$ cat src/rtl/bcap_pkg.sv
package bcap_pkg;

  typedef enum logic [1:0] {
    ST_IDLE,
    ST_RUN,
    ST_DRAIN
  } bcapState_t;

  // strobes from control to datapath
  typedef struct packed {
    logic load;
    logic last;
    logic usePattern;
  } bcapStrobe_t;

endpackage

$ cat src/rtl/bcap_pattern.sv
module bcap_pattern #(
  parameter int LANES    = 4,
  parameter int SAMPLE_W = 16,
  parameter int BEAT_W   = 7,
  parameter int NFR_W    = 16,
  localparam int DATA_W  = LANES * 2 * SAMPLE_W
) (
  input  logic [BEAT_W-1:0] beatIdx,
  input  logic [NFR_W-1:0]  frameIdx,
  output logic [DATA_W-1:0] patWord
);

  logic [SAMPLE_W-1:0] imagVal;
  assign imagVal = SAMPLE_W'(frameIdx);

  for (genvar i = 0; i < LANES; i++) begin : g_lane
    logic [SAMPLE_W-1:0] realVal;
    assign realVal = SAMPLE_W'(32'(beatIdx) * LANES + i);
    assign patWord[i*2*SAMPLE_W +: 2*SAMPLE_W] = {imagVal, realVal};
  end

endmodule

$ cat src/rtl/bcap_ctrl.sv
module bcap_ctrl
  import bcap_pkg::*;
#(
  parameter int BEATS_PER_FRAME = 128,
  parameter int BEAT_W          = 7,
  parameter int NFR_W           = 16,
  parameter int MISS_W          = 8
) (
  input  logic              clk,
  input  logic              rstN,
  input  logic              trigIn,
  input  logic [NFR_W-1:0]  nFramesCfg,
  input  logic              patternSel,
  input  logic              liveValid,
  input  logic              overflowClr,
  input  logic              slotFree,
  input  logic              xferLast,
  output bcapStrobe_t       strb,
  output logic [BEAT_W-1:0] beatIdx,
  output logic [NFR_W-1:0]  frameIdx,
  output logic              busy,
  output logic              overflowFlag,
  output logic [MISS_W-1:0] missedCount
);

  localparam logic [BEAT_W-1:0] BEAT_MAX = BEAT_W'(BEATS_PER_FRAME - 1);

  bcapState_t       state;
  logic [NFR_W-1:0] nFramesLat;
  logic             patLat;
  logic             srcReady;
  logic             loadNow;
  logic             lastBeat;
  logic             startNow;

  assign srcReady = patLat || liveValid;
  assign loadNow  = (state == ST_RUN) && srcReady && slotFree;
  assign lastBeat = (beatIdx == BEAT_MAX) && (frameIdx == nFramesLat - 1'b1);
  assign startNow = trigIn && (state == ST_IDLE) && (nFramesCfg != '0);
  assign busy     = (state != ST_IDLE);

  assign strb.load       = loadNow;
  assign strb.last       = lastBeat;
  assign strb.usePattern = patLat;

  always_ff @(posedge clk) begin
    if (!rstN) begin
      state      <= ST_IDLE;
      nFramesLat <= '0;
      patLat     <= 1'b0;
      beatIdx    <= '0;
      frameIdx   <= '0;
    end else begin
      case (state)
        ST_IDLE: begin
          if (startNow) begin
            state      <= ST_RUN;
            nFramesLat <= nFramesCfg;
            patLat     <= patternSel;
            beatIdx    <= '0;
            frameIdx   <= '0;
          end
        end
        ST_RUN: begin
          if (loadNow) begin
            if (beatIdx == BEAT_MAX) begin
              beatIdx  <= '0;
              frameIdx <= frameIdx + 1'b1;
            end else begin
              beatIdx <= beatIdx + 1'b1;
            end
            if (lastBeat) state <= ST_DRAIN;
          end
        end
        ST_DRAIN: begin
          if (xferLast) state <= ST_IDLE;
        end
        default: state <= ST_IDLE;
      endcase
    end
  end

  always_ff @(posedge clk) begin
    if (!rstN) begin
      overflowFlag <= 1'b0;
    end else if ((state == ST_RUN) && !patLat && liveValid && !slotFree) begin
      overflowFlag <= 1'b1;
    end else if (overflowClr) begin
      overflowFlag <= 1'b0;
    end
  end

  always_ff @(posedge clk) begin
    if (!rstN) begin
      missedCount <= '0;
    end else if (trigIn && busy && !(&missedCount)) begin
      missedCount <= missedCount + 1'b1;
    end
  end

endmodule

$ cat src/rtl/bcap_datapath.sv
module bcap_datapath
  import bcap_pkg::*;
#(
  parameter int DATA_W = 128
) (
  input  logic              clk,
  input  logic              rstN,
  input  bcapStrobe_t       strb,
  input  logic [DATA_W-1:0] liveData,
  input  logic [DATA_W-1:0] patWord,
  input  logic              mTready,
  output logic [DATA_W-1:0] mTdata,
  output logic              mTvalid,
  output logic              mTlast,
  output logic              slotFree,
  output logic              xferLast
);

  logic [DATA_W-1:0] srcWord;

  assign srcWord  = strb.usePattern ? patWord : liveData;
  assign slotFree = !mTvalid || mTready;
  assign xferLast = mTvalid && mTready && mTlast;

  always_ff @(posedge clk) begin
    if (!rstN) begin
      mTvalid <= 1'b0;
      mTdata  <= '0;
      mTlast  <= 1'b0;
    end else if (strb.load) begin
      mTvalid <= 1'b1;
      mTdata  <= srcWord;
      mTlast  <= strb.last;
    end else if (mTready) begin
      mTvalid <= 1'b0;
    end
  end

endmodule

$ cat src/rtl/burst_streamer.sv
module burst_streamer
  import bcap_pkg::*;
#(
  parameter int LANES     = 4,
  parameter int SAMPLE_W  = 16,
  parameter int FRAME_LEN = 512,
  parameter int NFR_W     = 16,
  parameter int MISS_W    = 8,
  localparam int DATA_W          = LANES * 2 * SAMPLE_W,
  localparam int BEATS_PER_FRAME = FRAME_LEN / LANES,
  localparam int BEAT_W          = $clog2(BEATS_PER_FRAME)
) (
  input  logic              clk,
  input  logic              rstN,
  input  logic              trigIn,
  input  logic [NFR_W-1:0]  nFramesCfg,
  input  logic              patternSel,
  input  logic [DATA_W-1:0] liveData,
  input  logic              liveValid,
  input  logic              overflowClr,
  output logic [DATA_W-1:0] mTdata,
  output logic              mTvalid,
  input  logic              mTready,
  output logic              mTlast,
  output logic              busy,
  output logic              overflowFlag,
  output logic [MISS_W-1:0] missedCount
);

  bcapStrobe_t       strb;
  logic [BEAT_W-1:0] beatIdx;
  logic [NFR_W-1:0]  frameIdx;
  logic [DATA_W-1:0] patWord;
  logic              slotFree;
  logic              xferLast;

  bcap_ctrl #(
    .BEATS_PER_FRAME(BEATS_PER_FRAME),
    .BEAT_W(BEAT_W),
    .NFR_W(NFR_W),
    .MISS_W(MISS_W)
  ) u_ctrl (
    .clk(clk), .rstN(rstN), .trigIn(trigIn), .nFramesCfg(nFramesCfg),
    .patternSel(patternSel), .liveValid(liveValid), .overflowClr(overflowClr),
    .slotFree(slotFree), .xferLast(xferLast), .strb(strb),
    .beatIdx(beatIdx), .frameIdx(frameIdx), .busy(busy),
    .overflowFlag(overflowFlag), .missedCount(missedCount)
  );

  bcap_pattern #(
    .LANES(LANES), .SAMPLE_W(SAMPLE_W), .BEAT_W(BEAT_W), .NFR_W(NFR_W)
  ) u_pattern (
    .beatIdx(beatIdx), .frameIdx(frameIdx), .patWord(patWord)
  );

  bcap_datapath #(.DATA_W(DATA_W)) u_datapath (
    .clk(clk), .rstN(rstN), .strb(strb), .liveData(liveData),
    .patWord(patWord), .mTready(mTready), .mTdata(mTdata),
    .mTvalid(mTvalid), .mTlast(mTlast), .slotFree(slotFree),
    .xferLast(xferLast)
  );

endmodule

$ cat config.mk
export PLATFORM = sky130hd
export DESIGN_NAME = burst_streamer
export DESIGN_NICKNAME = d
export VERILOG_FILES = /design/src/rtl/bcap_pkg.sv /design/src/rtl/bcap_pattern.sv /design/src/rtl/bcap_ctrl.sv /design/src/rtl/bcap_datapath.sv /design/src/rtl/burst_streamer.sv
export SDC_FILE = /design/constraint.sdc
export NUM_CORES = 1
export LEC_CHECK = 0
export BUFFER_PORTS_ARGS = -buffer_cell sky130_fd_sc_hd__buf_2
export CAP_MARGIN = 20
export CORE_ASPECT_RATIO = 0.75
export CORE_MARGIN = 3
export CORE_UTILIZATION = 30
export CTS_BUF_LIST = sky130_fd_sc_hd__clkbuf_2
export CTS_CLUSTER_DIAMETER = 80
export DETAILED_ROUTE_END_ITERATION = 16
export HOLD_SLACK_MARGIN = 0.15
export PLACE_DENSITY = 0.53
export SYNTH_ARGS = -nofsm -noshare
export SYNTH_HDL_FRONTEND = slang
export SYNTH_HIERARCHICAL = 1
export SYNTH_SLANG_ARGS = --single-unit
$ cat constraint.sdc
create_clock -name clk -period 2.99 [get_ports clk]
set_input_delay 0.299 -clock clk [delete_from_list [all_inputs] [get_ports clk]]
set_output_delay 0.299 -clock clk [all_outputs]
set_load 0.02 [all_outputs]
Yosys cells after proc, flatten, opt, wreduce, memory -nomap -nowiden
Index checks and enable logic that the tools add are counted.

$add $sub $neg: 7. Multiply operators: 0. Div/mod/pow operators: 0. $lt $le $gt $ge: 0. Eq/ne operators: 9. Shift operators: 0. Multiplexer cells: 18. Bitwise operators: 0. Reduce and logical (&&, ||, !) cells: 29.

Operator list (count): $mux W128 (1); $mux W16 (3); $pmux W16 S2 (1); $mux W7 (3); $add A9 B2 Y10 const B (2); $add A16 B1 Y16 const B (1); $eq A16 B16 Y1 (1); $reduce_bool A16 Y1 (1); $sub A16 B1 Y16 const B (1); $pmux W7 S2 (1); $logic_and A1 B1 Y1 (12); $add A9 B1 Y10 const B (1); $add A8 B1 Y8 const B (1); $mux W2 (4); $ne A2 B1 Y1 const B (4); $reduce_and A4 Y1 (2); $reduce_and A8 Y1 (1); $reduce_bool A2 Y1 (4); $add A7 B1 Y7 const B (1); $eq A7 B7 Y1 const B (1); $pmux W2 S3 (1); $logic_not A1 Y1 (4); $mux W1 (4); $reduce_and A3 Y1 (1); other kinds (6) (7).

Register bits: 181. Bits in latches: 0. Memory bits (writable): 0. Memory bits (read-only): 0. Logic and storage cells: 73. Memories kept: 0.

Longest topological paths before layout
Depth in word-level cells: 6. Mapped depth: 12. Mapped depth without buffers: 9.

Modules after synthesis
Netlist, hierarchy kept.

Modules (own cells, without submodules): bcap_datapath (times used 1, cells each 577, area an instance 5670.4 sq um); bcap_ctrl (times used 1, cells each 341, area an instance 2935.3 sq um); bcap_pattern (times used 1, cells each 130, area an instance 968.4 sq um).

Worst setup path after synthesis
No wires, ideal clock.

Kind: reg2reg. Start point: register u_ctrl.nFramesLat[0]. End point: register u_datapath.mTlast. Library setup time: 65 ps. Arrival time: 2479 ps. Required time: 2925 ps. Slack: 445 ps. Cell stages (with the launch flop): 13. Buffers on the path: 3. Clock period less this slack: 2545 ps. Path through: dfxtp_1 buf_6 inv_1 ha_1 or4b_1 buf_2 nor2_1 mux2_2 nor4_2 and4_2 buf_4 mux2i_1 nor2b_1.

Longest elaborated chain between the ends: 3.

Ends and longest elaborated chain: from (decl) (line bcap_ctrl.sv:29) `logic [NFR_W-1:0] nFramesLat;`; from (signal assigned) (line bcap_ctrl.sv:58) `nFramesLat <= nFramesCfg;`; $sub A16 B1 Y16 (line bcap_ctrl.sv:38) `assign lastBeat = (beatIdx == BEAT_MAX) && (frameIdx == nFramesLat - 1'b1);`; $eq A16 B16 Y1 (line bcap_ctrl.sv:38); $logic_and A1 B1 Y1 (line bcap_ctrl.sv:38); named net u_ctrl.lastBeat (line bcap_ctrl.sv:33) `logic lastBeat;`; to (signal assigned) (line bcap_datapath.sv:33) `mTlast <= strb.last;`; to (decl) (line bcap_datapath.sv:14) `output logic mTlast,`.

The timed path passes the listed nets, and every way through them passes these cells. A chain may end at the register's enable or synchronous reset.

Worst setup path after layout
Start point: input nFramesCfg[2]. End point: register u_ctrl.nFramesLat[14].

Longest elaborated chain between the ends: 3.

Ends and longest elaborated chain: from (decl) (line burst_streamer.sv:16) `input logic [NFR_W-1:0] nFramesCfg,`; $reduce_bool A16 Y1 (line bcap_ctrl.sv:39) `assign startNow = trigIn && (state == ST_IDLE) && (nFramesCfg != '0);`; $logic_and A1 B1 Y1 (line bcap_ctrl.sv:39); $reduce_and A2 Y1 (no source line).

Every way passes these cells.

==> metrics.yaml <==
clkLatencyLatePin_ns: 0.81
drive_gt1_frac: 0.239
h-tree-depth: 4
crit_chain: "dlygate4sd3_1, buf_2, nor4_1, nand4_1, nand3_1, buf_4, mux2i_1, dlygate4sd3_1, nor2b_1, dlygate4sd3_1"
die_x_um: 212
clock_power_share: 0.292
cts_max_path_buffers: 2
min_period_ns: 2.84
status: "finished clean"
globalplace.congestion: 0.821
worstPathArrival_ns: 3.57
cp.required_ns: 3.71
row_count: 55
critPathMaxFanout: 19
vias_per_cell: 4.62
hold_slack_ns: 0.298
period_share: 0.950
max-vdd-ir-drop_mv: 0.267
critical_path_class: "in -> reg"
pwr-share-seq: 0.465
path_clk_slew_ns: 0.30
cts_sinks: 181
synth_most_common_cell: "dfxtp_1"
cp_common_cell: "dlygate4sd3_1"
grt_pass1_vias: 8580
synth_top_area_frac: 0.378
synth-edff-count: 0
postRouteAntennaNets: 0
rsz0062_at_grt: "false"
cts_root_buf: "clkbuf_2"
io_pins: 291
final_nets: 1631
finClkSkew_ns: 0.0489
hold_viol: 0
core-area_um2: 30800
yosysSeqAreaShare: 0.378
nFillCells: 3037
cp-end-kind: "flop"
yosys.area.top_type: "dfxtp_1"
routedWlPerCell_um: 16.4
die_y_um: 161
grt_max_degree: 152
drtIter0Drc: 641
wl_um: 31000
syn_to_final_growth_pct: 39.8
final.setup.tns_ns: 0
grt-ovfl-total: 0
leakagePower_nw: 5.93
synthTopCellsByCount: "181 x dfxtp_1, 147 x mux2i_1, 138 x o21ai_0, 135 x buf_4, 132 x a21oi_1"
path_buf_inv: 5
slew-limit-headroom: 0.251
hold_class: "in -> reg"
antenna_found_initial: 1
ys.flop_type: "dfxtp_1"
cp_slowest_cell: "dlygate4sd3_1"
num_vias: 8732
tightest_slew_ns: 1.12
start_util: 0.311
port_buffers: 290
p_sw_mw: 1.74
path_delay_family: "buffers and inverters"
avgSynthCellArea_um2: 9.14
drv_cap: 0
dr.pass1.iters: 7
synth_cells: 1048
power_frac_comb: 0.242
tritoncts: "done"
grt_use_total: 0.179
ys_ff_latch: 181
grt_pass1_wl_um: 47900
ys_types: 51
synth.cell_area_um2: 9570
async_flop_share: 0
p_per_area_nw_per_um2: 428
crit_path_max_incr_delay_ns: 0.56
final-max-slew-violation-count: 0
p_int_mw: 3.99
fmax_mhz: 352
yosys-top-cells-area: "dfxtp_1 38%, mux2i_1 15%, buf_4 11%, o21ai_0 7.2%, a21oi_1 6.9%"
drc: 0
cts_buffers: 17
finalSetupViolations: 0
die_area_um2: 34100
crit_path_start_kind: "input pin"
hpwl_um: 19200
switching_share: 0.303
yosysWarnings: 6
state kept, by name, summed over array words and instances (netlist names), 2 cells and up:
name,flops
u_datapath/mTdata,128
u_ctrl/frameIdx,16
u_ctrl/nFramesLat,16
u_ctrl/missedCount,8
u_ctrl/beatIdx,7
u_ctrl/state,2
tightest hold or removal path: stages:
cell           delay, ns
dlygate4sd3_1       0.52
buf_2               0.09
mux2i_1             0.06
a21oi_1             0.13
cells by family (layout without fill, tap and decap cells):
logic type,after synthesis,after routing,share of synthesized area
AOI/OAI and AO/OA,294,294,0.161
other,2,37,0.000784
adders and majority gates,4,4,0.00523
buffers and inverters,214,621,0.163
DFF,181,181,0.378
muxes,148,148,0.155
xor gates and xnor gates,40,40,0.0366
and+or+nand+nor,165,165,0.0996
layer usage:
| layer | wire length [µm] | GRT usage | vias up |
|---|---|---|---|
| li1 | - | - | 4395 |
| met1 | 14700 | 0.245 | 4059 |
| met2 | 14200 | 0.286 | 255 |
| met3 | 1770 | 0.0435 | 23 |
| met4 | 364 | 0.0378 | 0 |
| met5 | 0 | 0 | - |
area by class of cell:
class                           instances  area [µm²]  share of cell area
Antenna cell                            1        2.50            0.000187
Clock buffer                           18        90.1             0.00673
Clock inverter                         14         244              0.0182
Inverter                                8        30.0             0.00224
Multi-Input combinational cell        687        4520               0.338
Sequential cell                       181        3630               0.271
Tap cell                              399         499              0.0373
Timing Repair Buffer                  581        4370               0.326
worst paths after layout:
kind	cells after the start	from	slack [ns]	end
worst max-delay path	10	nFramesCfg[2]	0.15	u_ctrl/nFramesLat[14]
worst min-delay path	4	liveData[114]	0.30	u_datapath/mTdata[114]
worst max register to register	9	u_ctrl/nFramesLat[0]	0.25	u_datapath/mTlast
worst min register to register	2	u_ctrl/missedCount[7]	0.55	u_ctrl/missedCount[7]
cells in the final DEF, fill, tap and decap left out, types with 6 or more instances in the layout:
cell type      Yosys  final
nor2b_1           24     24
nor3_1             9      9
clkbuf_2           0     18
bufinv_16          0      6
conb_1             2     36
mux2i_1          147    147
buf_2             17    289
a21oi_1          132    132
or3_1              6      6
o21ai_0          138    138
xor2_1            10     10
inv_1              8      8
nand3_1           11     11
nor4_1            19     19
a21boi_0           6      6
nand2_1           17     17
nand4_1            9      9
dlygate4sd3_1      0    271
buf_4            135     17
nor2_1            32     31
dfxtp_1          181    179
and2_1             7      7
xnor2_1           30     30
power by group through the flow:
stage / combinational, mW / sequential (mW) / clock [mW]
3_3_place_gp: 1.04 / 2.70 / 0
4_1_cts: 1.37 / 2.67 / 1.76
3_5_place_dp: 1.04 / 2.71 / 0
2_1_floorplan: 0.620 / 2.86 / 0
5_1_grt: 1.51 / 2.69 / 1.87
6_report: 1.39 / 2.67 / 1.68
per-stage QoR:
| step | instance area [µm²] | instances | total power [mW] | util | setup WS [ns] |
|---|---|---|---|---|---|
| after detailed placement | 10300 | 1585 | 3.75 | 0.336 | 0.307 |
| final | 13400 | 1889 | 5.73 | 0.435 | 0.149 |
| after CTS | 13400 | 1888 | 5.79 | 0.435 | 0.0861 |
| after floorplan | 9700 | 1082 | 3.48 | - | 0.445 |
| after global routing | 13400 | 1889 | 6.06 | 0.435 | 0.0240 |
| after global placement | 10300 | 1585 | 3.74 | 0.336 | 0.410 |
what timing repair did:
action,4_1_cts,5_1_grt
gates resized for setup,0,1
setup endpoints to repair,0,5
hold buffers,271,0
endpoints found under the hold margin,181,0
setup buffers,0,0
No activity file was read; power rests on OpenSTA's default activity.
